### config.mk
export PLATFORM = sky130hd
export DESIGN_NAME = evcap_timer
export DESIGN_NICKNAME = d
export VERILOG_FILES = /design/src/rtl/evcap_pkg.sv /design/src/rtl/evcap_event_unit.sv /design/src/rtl/evcap_gr_channel.sv /design/src/rtl/evcap_flags.sv /design/src/rtl/evcap_timer.sv
export SDC_FILE = /design/constraint.sdc
export NUM_CORES = 1
export LEC_CHECK = 0
export CORE_MARGIN = 2
export CORE_UTILIZATION = 40
export CTS_CLUSTER_SIZE = 20
export DETAILED_ROUTE_END_ITERATION = 8
export GPL_TIMING_DRIVEN = 0
export PLACE_DENSITY = 0.61
export REMOVE_ABC_BUFFERS = 1
export SETUP_SLACK_MARGIN = 0.5
export SYNTH_ARGS = -nofsm -noshare
export SYNTH_HDL_FRONTEND = slang
export SYNTH_SLANG_ARGS = --single-unit
### constraint.sdc
create_clock -name clk -period 4.78 [get_ports clk]
set_input_delay 0.956 -clock clk [delete_from_list [all_inputs] [get_ports clk]]
set_output_delay 0.956 -clock clk [all_outputs]
set_load 0.05 [all_outputs]
### src/rtl/evcap_pkg.sv
// Shared types for the event-compare capture timer.
// Assumes a mode field of two bits per general register.
package evcap_pkg;
    typedef enum logic [1:0] {
        GM_OFF  = 2'b00,
        GM_OC   = 2'b01,
        GM_IC   = 2'b10,
        GM_OFF2 = 2'b11
    } gr_mode_e;
endpackage

### src/rtl/evcap_event_unit.sv
// Event counter: synchronizes evt_in, detects rising edges, counts them and
// qualifies compare matches with the next edge.
// Assumes evt_in pulses stay high and low for at least two clocks each.
module evcap_event_unit #(
    parameter int unsigned EW  = 8,
    parameter int unsigned NCH = 4
) (
    input  logic                    clk,
    input  logic                    rst_n,
    input  logic                    evt_in,
    input  logic                    load,
    input  logic [EW-1:0]           load_val,
    input  logic [NCH-1:0][EW-1:0]  ecr,
    output logic [EW-1:0]           cnt,
    output logic [NCH-1:0]          fire
);
    logic sy1, sy2, sy3;
    logic ev_edge;

    // Two-flop synchronizer plus one delay flop for edge detection.
    always_ff @(posedge clk) begin
        if (!rst_n) begin
            sy1 <= 1'b0;
            sy2 <= 1'b0;
            sy3 <= 1'b0;
        end else begin
            sy1 <= evt_in;
            sy2 <= sy1;
            sy3 <= sy2;
        end
    end

    assign ev_edge = sy2 & ~sy3;

    // Event count: a software load wins over an edge.
    always_ff @(posedge clk) begin
        if (!rst_n)       cnt <= '0;
        else if (load)    cnt <= load_val;
        else if (ev_edge) cnt <= cnt + EW'(1);
    end

    // A match fires only on the edge that arrives while the count equals the register.
    for (genvar i = 0; i < NCH; i++) begin : g_cmp
        assign fire[i] = ev_edge && (cnt == ecr[i]);
    end

    AST_ECNT_STEP: assert property (@(posedge clk) disable iff (!rst_n)
        (ev_edge && !load) |=> cnt == $past(cnt) + EW'(1));
    AST_ECNT_HOLD: assert property (@(posedge clk) disable iff (!rst_n)
        (!ev_edge && !load) |=> $stable(cnt));
    AST_ECNT_ONE_EDGE: assert property (@(posedge clk) disable iff (!rst_n)
        ev_edge |=> !ev_edge);
endmodule

### src/rtl/evcap_gr_channel.sv
// One 16-bit general register: output compare, external capture, or
// capture on a cross-trigger from the event unit.
// Assumes cap_in is synchronous to clk; wr_word is already qualified to word size.
module evcap_gr_channel
    import evcap_pkg::*;
#(
    parameter int unsigned TW = 16
) (
    input  logic          clk,
    input  logic          rst_n,
    input  gr_mode_e      mode,
    input  logic [TW-1:0] tcnt,
    input  logic          wr_word,
    input  logic [TW-1:0] wr_val,
    input  logic          cap_in,
    input  logic          xtrig,
    output logic [TW-1:0] gr,
    output logic          hit,
    output logic          flag_set
);
    logic cap_prev;
    logic ic_fire;
    logic cap_fire;

    // Previous value of the capture input for rising-edge detection.
    always_ff @(posedge clk) begin
        if (!rst_n) cap_prev <= 1'b0;
        else        cap_prev <= cap_in;
    end

    assign ic_fire  = cap_in && !cap_prev && (mode == GM_IC);
    assign cap_fire = ic_fire || xtrig;

    // General register: a capture wins over a software write.
    always_ff @(posedge clk) begin
        if (!rst_n)        gr <= '1;
        else if (cap_fire) gr <= tcnt;
        else if (wr_word)  gr <= wr_val;
    end

    assign hit      = (mode == GM_OC) && (gr == tcnt);
    assign flag_set = hit || ic_fire;

    AST_CAP_LATCH: assert property (@(posedge clk) disable iff (!rst_n)
        cap_fire |=> gr == $past(tcnt));
    AST_GR_HOLD: assert property (@(posedge clk) disable iff (!rst_n)
        (!cap_fire && !wr_word) |=> $stable(gr));
    AST_XTRIG_NO_FLAG: assert property (@(posedge clk) disable iff (!rst_n)
        (xtrig && !(cap_in && !cap_prev) && mode != GM_OC) |-> !flag_set);
endmodule

### src/rtl/evcap_flags.sv
// Sticky status flags with read-arm-then-write-zero clearing; set wins over clear.
// Assumes a status read and write never share a cycle (a read wins if they do).
module evcap_flags #(
    parameter int unsigned N = 8
) (
    input  logic         clk,
    input  logic         rst_n,
    input  logic [N-1:0] set,
    input  logic         rd_stat,
    input  logic         wr_stat,
    input  logic [N-1:0] wr_val,
    output logic [N-1:0] flags
);
    logic [N-1:0] armed;
    logic [N-1:0] clr;

    assign clr = wr_stat ? (armed & ~wr_val) : '0;

    // Flag state: a set in the same cycle as a clear keeps the flag.
    always_ff @(posedge clk) begin
        if (!rst_n) flags <= '0;
        else        flags <= set | (flags & ~clr);
    end

    // Arm bits: captured on a status read, dropped by any status write.
    always_ff @(posedge clk) begin
        if (!rst_n)       armed <= '0;
        else if (rd_stat) armed <= flags;
        else if (wr_stat) armed <= '0;
    end

    AST_SET_WINS: assert property (@(posedge clk) disable iff (!rst_n)
        (set != '0) |=> ((flags & $past(set)) == $past(set)));
    AST_NO_CLEAR_WITHOUT_WRITE: assert property (@(posedge clk) disable iff (!rst_n)
        !wr_stat |=> ((flags & $past(flags)) == $past(flags)));
endmodule

### src/rtl/evcap_timer.sv
// Top: 16-bit timer with general registers, 8-bit event counter with compare
// registers, cross-trigger capture, status flags and a simple register bus.
// Assumes 2*NCH <= TW and enough address bits for 2*NCH+5 registers.
module evcap_timer
    import evcap_pkg::*;
#(
    parameter int unsigned TW  = 16,
    parameter int unsigned EW  = 8,
    parameter int unsigned NCH = 4,
    parameter int unsigned AW  = 4
) (
    input  logic           clk,
    input  logic           rst_n,
    input  logic           tick_en,
    input  logic           evt_in,
    input  logic [NCH-1:0] cap_in,
    input  logic           bus_wr,
    input  logic           bus_rd,
    input  logic [AW-1:0]  bus_addr,
    input  logic           bus_word,
    input  logic [TW-1:0]  bus_wdata,
    output logic [TW-1:0]  bus_rdata,
    output logic [NCH-1:0] cmp_hit
);
    localparam int unsigned SW = 2 * NCH;
    localparam logic [AW-1:0] A_ECR0  = AW'(NCH);
    localparam logic [AW-1:0] A_MODE  = AW'(2 * NCH);
    localparam logic [AW-1:0] A_XTRIG = AW'(2 * NCH + 1);
    localparam logic [AW-1:0] A_STAT  = AW'(2 * NCH + 2);
    localparam logic [AW-1:0] A_TCNT  = AW'(2 * NCH + 3);
    localparam logic [AW-1:0] A_ECNT  = AW'(2 * NCH + 4);

    logic [TW-1:0]          tcnt;
    logic [SW-1:0]          mode_bits;
    logic [NCH-1:0]         xtrig_en;
    logic [NCH-1:0][EW-1:0] ecr;
    logic [NCH-1:0][TW-1:0] gr;
    logic [EW-1:0]          ecnt;
    logic [NCH-1:0]         ev_fire;
    logic [NCH-1:0]         gr_set;
    logic [SW-1:0]          flags;
    logic                   wr_tcnt, wr_ecnt, wr_stat, rd_stat;

    assign wr_tcnt = bus_wr && bus_word && (bus_addr == A_TCNT);
    assign wr_ecnt = bus_wr && (bus_addr == A_ECNT);
    assign wr_stat = bus_wr && (bus_addr == A_STAT);
    assign rd_stat = bus_rd && (bus_addr == A_STAT);

    // Free-running timer: a word write wins over a tick.
    always_ff @(posedge clk) begin
        if (!rst_n)       tcnt <= '0;
        else if (wr_tcnt) tcnt <= bus_wdata;
        else if (tick_en) tcnt <= tcnt + TW'(1);
    end

    // Mode and cross-trigger enable registers, any access size.
    always_ff @(posedge clk) begin
        if (!rst_n) begin
            mode_bits <= '0;
            xtrig_en  <= '0;
        end else if (bus_wr) begin
            if (bus_addr == A_MODE)  mode_bits <= bus_wdata[SW-1:0];
            if (bus_addr == A_XTRIG) xtrig_en  <= bus_wdata[NCH-1:0];
        end
    end

    for (genvar i = 0; i < NCH; i++) begin : g_ch
        // Event compare register i: byte writes only.
        always_ff @(posedge clk) begin
            if (!rst_n)
                ecr[i] <= '1;
            else if (bus_wr && !bus_word && bus_addr == A_ECR0 + AW'(i))
                ecr[i] <= bus_wdata[EW-1:0];
        end

        evcap_gr_channel #(.TW(TW)) u_gr (
            .clk      (clk),
            .rst_n    (rst_n),
            .mode     (gr_mode_e'(mode_bits[2*i +: 2])),
            .tcnt     (tcnt),
            .wr_word  (bus_wr && bus_word && bus_addr == AW'(i)),
            .wr_val   (bus_wdata),
            .cap_in   (cap_in[i]),
            .xtrig    (ev_fire[i] && xtrig_en[i]),
            .gr       (gr[i]),
            .hit      (cmp_hit[i]),
            .flag_set (gr_set[i])
        );
    end

    evcap_event_unit #(.EW(EW), .NCH(NCH)) u_evt (
        .clk      (clk),
        .rst_n    (rst_n),
        .evt_in   (evt_in),
        .load     (wr_ecnt),
        .load_val (bus_wdata[EW-1:0]),
        .ecr      (ecr),
        .cnt      (ecnt),
        .fire     (ev_fire)
    );

    evcap_flags #(.N(SW)) u_flags (
        .clk     (clk),
        .rst_n   (rst_n),
        .set     ({ev_fire, gr_set}),
        .rd_stat (rd_stat),
        .wr_stat (wr_stat),
        .wr_val  (bus_wdata[SW-1:0]),
        .flags   (flags)
    );

    // Combinational read mux.
    always_comb begin
        bus_rdata = '0;
        for (int i = 0; i < NCH; i++) begin
            if (bus_addr == AW'(i))          bus_rdata = gr[i];
            if (bus_addr == A_ECR0 + AW'(i)) bus_rdata = TW'(ecr[i]);
        end
        if (bus_addr == A_MODE)  bus_rdata = TW'(mode_bits);
        if (bus_addr == A_XTRIG) bus_rdata = TW'(xtrig_en);
        if (bus_addr == A_STAT)  bus_rdata = TW'(flags);
        if (bus_addr == A_TCNT)  bus_rdata = tcnt;
        if (bus_addr == A_ECNT)  bus_rdata = TW'(ecnt);
    end

    AST_TCNT_STEP: assert property (@(posedge clk) disable iff (!rst_n)
        (tick_en && !wr_tcnt) |=> tcnt == $past(tcnt) + TW'(1));
    AST_TCNT_HOLD: assert property (@(posedge clk) disable iff (!rst_n)
        (!tick_en && !wr_tcnt) |=> $stable(tcnt));
endmodule

==> parameters.txt <==
Parameter                              Value

Global routing
  Aggregate global routing overflow ... 0
  Combined global-route utilization of all metal layers ... 26.2%
  Largest net degree at the start of global routing ... 76
  Vias in the first global route ... 7,928
  Number of antenna violations at the first check in global routing ... 0
  Global-route wire length before repair ... 49,100 um

Setup path
  Start of the worst register-to-register path ... u_evt.cnt[3]
  Setup crit start kind ... flip-flop
  Capture instance of the worst register-to-register path ... g_ch[0].u_gr.gr[2]
  Category of the worst setup path capture point ... output pin
  Worst Setup Path Type ... flip-flop to output pin
  Cell Chain, Critical Path ... xor2_1, nor3b_1, nand4_1, nor4_4, clkdlybuf4s50_1
  Worst-path fanout max ... 10
  Reg2reg path depth ... 5
  Arrival time worst endpoint ... 3.26 ns
  Data required, critical path ... 3.82 ns
  Buf+Inv Stages, Crit Path ... 1
  Register-to-register path setup slack ... 2.14 ns
  Cell family with most CP delay ... simple AND/OR/NAND/NOR gates
  Slowest cell on the critical path ... sky130_fd_sc_hd__clkdlybuf4s50_1
  Critical path's largest stage delay ... 0.90 ns
  Timing startpoint of the critical path ... tcnt[1]

Detailed routing
  Post-route antenna net violation count ... 0
  Via density ... 5.91
  Total wire length after detailed routing ... 32,000 um
  Avg WL per Cell ... 22.6 um
  Initial detailed-routing violation count ... 955
  Residual DRC count ... 0
  First-pass DRT Iterations ... 6
  Total via count in the routed design ... 8,387

Timing
  Sum of negative setup slack ... 0 ns
  Final setup violation count ... 0
  Final hold violations ... 0
  Measured slew at the worst slew-check pin ... 1.33 ns
  Unrepaired setup endpoints after global routing ... false
  Timing-limited maximum frequency ... 237 MHz
  Max Clock Skew ... 0.0106 ns
  Fraction of the cycle the final worst path needs ... 88.3%
  Smallest setup slack after layout ... 0.561 ns
  Relative max-transition margin ... 11.6%
  Final period demand of the worst path ... 4.22 ns
  Slew Viols, Final ... 0

Worst hold path
  Class of the worst hold path ... flip-flop to flip-flop
  Beginning of the worst hold path ... u_evt.sy1
  Hold Path Sink ... u_evt.sy2
  Hold Path Cell Cnt ... 1

Layout
  Share of final-layout standard cells stronger than drive strength 1 ... 8.09%
  Final cell utilization of the core ... 45.8%
  Final design area excluding fillers ... 0.0107 sq mm
  Area added between synthesis and finish ... 12.9%
  Final nets ... 1,120
  Number of diodes ... 0

Clock tree
  Hold_buf cts ... 0
  Sink count of the clock tree ... 155
  CTS Buf Count ... 17
  Clock transition at path regs ... 0.07 ns
  Clock Tree Root ... sky130_fd_sc_hd__clkbuf_16
  Clock tree from TritonCTS ... yes
  Insertion delay of the later-clocked pin in the worst-skew pair ... 0.44 ns
  H-Tree Depth ... 4
  Maximum clock insertion buffer count ... 2

Die
  Effective utilization at floorplan ... 40.5%
  Area of the die ... 0.0250 sq mm
  Height of the die ... 158 um
  Std cell rows ... 56
  Ports placed on the boundary ... 51
  Horizontal extent of the die ... 158 um
  Core Area ... 0.0234 sq mm

Synth
  Post-synth EDFFs ... 0
  Syn Inst Count ... 1,114
  Leading cell types by total area after synthesis ... sky130_fd_sc_hd__dfxtp_1 33%, sky130_fd_sc_hd__mux2i_1 9.4%, sky130_fd_sc_hd__xor2_1 7.7%, sky130_fd_sc_hd__nand3_1 5.2%, sky130_fd_sc_hd__nand2_1 3.8%
  Yosys top cell area share ... 32.7%
  Summed instance area of the synthesized netlist ... 0.00949 sq mm
  Number of warnings issued by yosys ... 0
  Async S/R FF share, synth ... 0%
  Count of state elements after synthesis ... 155
  Sequential-to-total area share from yosys stat ... 32.7%
  Distinct cell type count after synthesis ... 68
  Avg Cell Area, Syn ... 8.51 sq um
  Cell types with the highest counts after synthesis ... 155 x sky130_fd_sc_hd__dfxtp_1, 99 x sky130_fd_sc_hd__nand3_1, 97 x sky130_fd_sc_hd__nand2_1
  Most numerous cell in the Yosys netlist ... sky130_fd_sc_hd__dfxtp_1
  Synth Flop Type ... sky130_fd_sc_hd__dfxtp_1
  Yosys top cell by area ... sky130_fd_sc_hd__dfxtp_1

Run
  Max-Cap Viols ... 0

Outcome
  Run status ... completed

Placed design
  Post-place instance area ... 0.0100 sq mm
  Count of buffers from port buffering ... 50
  Dpl ws ... -1.18 ns
  RePlAce Congestion ... 0.915
  Estimated wirelength of the detail-placed design ... 21,500 um

Power
  Maximum ir drop on the vdd rail ... 247 uV
  Static power due to leakage ... 4.35 nW
  P per Cell Area ... 292 mW/mm^2
[sequential cells by signal, summed over array words and instances (netlist names)]
register	cells
ecr	32
u_evt.sy2	1
u_evt.cnt	8
u_evt.sy1	1
g_ch.u_gr.gr	64
u_flags.flags	8
u_evt.sy3	1
tcnt	16
xtrig_en	4
g_ch.u_gr.cap_prev	4
u_flags.armed	8
mode_bits	8
[cells by family (layout without fill, tap and decap cells)]
kind of cell / after synthesis / after routing / share of synthesized area [%]
AND/OR/NAND/NOR: 435 / 436 / 24.2
buffers and inverters: 123 / 108 / 6.37
multiplexers: 120 / 120 / 14.1
AO/OA/AOI/OAI: 161 / 161 / 11.4
XOR/XNOR: 118 / 118 / 11.0
adder cells (fa/ha/maj): 2 / 2 / 0.264
flip-flops: 155 / 155 / 32.7
[worst max path at each step]
stage	to	slack, ns	cells after the start
5_1_grt	bus_rdata[4]	0.50	6
3_3_place_gp	g_ch[1].u_gr.gr[6]	-4.12	5
2_1_floorplan	bus_rdata[3]	0.77	5
3_5_place_dp	bus_rdata[6]	-1.18	7
4_1_cts	bus_rdata[6]	0.49	7
6_report	cmp_hit[3]	0.56	5
[report_power, final]
part / internal (mW) / switching, mW
Combinational: 0.141 / 0.249
Sequential: 1.31 / 0.0385
Clock: 0.799 / 0.590
Total: 2.25 / 0.878
[metrics by stage]
step / std cells / hold slack (ns) / total power [mW]
floorplan: 1004 / 0.412 / 1.56
global placement: 1373 / 0.419 / 1.75
detailed placement: 1382 / 0.419 / 1.76
CTS: 1419 / 0.438 / 3.13
global route: 1419 / 0.469 / 3.22
finish: 1419 / 0.435 / 3.13
[final cells by class]
| class | count | area, sq um |
|---|---|---|
| fillers | 2299 | 12700 |
| well taps | 319 | 399 |
| inverters | 13 | 48.8 |
| clock inverters | 13 | 144 |
| multi-input cells | 837 | 5860 |
| flip-flops and latches | 155 | 3100 |
| clock buffers | 19 | 453 |
| repair buffers | 63 | 699 |
[repair_timing]
action / 4_1_cts / 5_1_grt
cloned: 1 / 0
buffers inserted: 4 / 0
pin swaps: 1 / 0
gates resized for setup: 24 / 7
endpoints found under the setup margin: 98 / 6
[layer usage]
| metal | vias to the layer above | track usage [%] | wire length, um |
|---|---|---|---|
| li1 | 3897 | - | - |
| met1 | 4056 | 35.8 | 14000 |
| met2 | 362 | 40.5 | 14400 |
| met3 | 72 | 4.57 | 2340 |
| met4 | 0 | 11.6 | 1190 |
| met5 | - | 0 | 0 |
[cell usage in the layout (no fill, tap or decap), types with 3 or more instances in the layout]
cell type                         count
sky130_fd_sc_hd__xnor2_1             34
sky130_fd_sc_hd__and3_1              30
sky130_fd_sc_hd__nor4_2               5
sky130_fd_sc_hd__nand2_1             97
sky130_fd_sc_hd__clkbuf_16           17
sky130_fd_sc_hd__xor2_1              83
sky130_fd_sc_hd__nor4bb_1             4
sky130_fd_sc_hd__nand3_1             99
sky130_fd_sc_hd__nor4_1              17
sky130_fd_sc_hd__o22ai_1              4
sky130_fd_sc_hd__clkdlybuf4s50_1     33
sky130_fd_sc_hd__mux4_2               9
sky130_fd_sc_hd__inv_1               10
sky130_fd_sc_hd__clkinvlp_4           4
sky130_fd_sc_hd__nor2b_1             54
sky130_fd_sc_hd__and2_1               9
sky130_fd_sc_hd__a211oi_1            11
sky130_fd_sc_hd__a22oi_1             13
sky130_fd_sc_hd__nor3b_1              8
sky130_fd_sc_hd__nand2b_1            12
sky130_fd_sc_hd__dfxtp_1            155
sky130_fd_sc_hd__o21ai_1             12
sky130_fd_sc_hd__o21ai_0             15
sky130_fd_sc_hd__a21boi_1             3
sky130_fd_sc_hd__nand4_1             11
sky130_fd_sc_hd__buf_8                3
sky130_fd_sc_hd__nor3_1              11
sky130_fd_sc_hd__o31a_1               9
sky130_fd_sc_hd__dlymetal6s2s_1       5
sky130_fd_sc_hd__a21oi_1             27
sky130_fd_sc_hd__o221ai_1             3
sky130_fd_sc_hd__a31oi_1             35
sky130_fd_sc_hd__dlygate4sd2_1        6
sky130_fd_sc_hd__mux2_1              20
sky130_fd_sc_hd__buf_4                7
sky130_fd_sc_hd__a221o_1              8
sky130_fd_sc_hd__mux2i_1             89
sky130_fd_sc_hd__nor2_1              56
sky130_fd_sc_hd__clkinv_4             4
sky130_fd_sc_hd__buf_12               4
(Power assumes the default switching activity.)
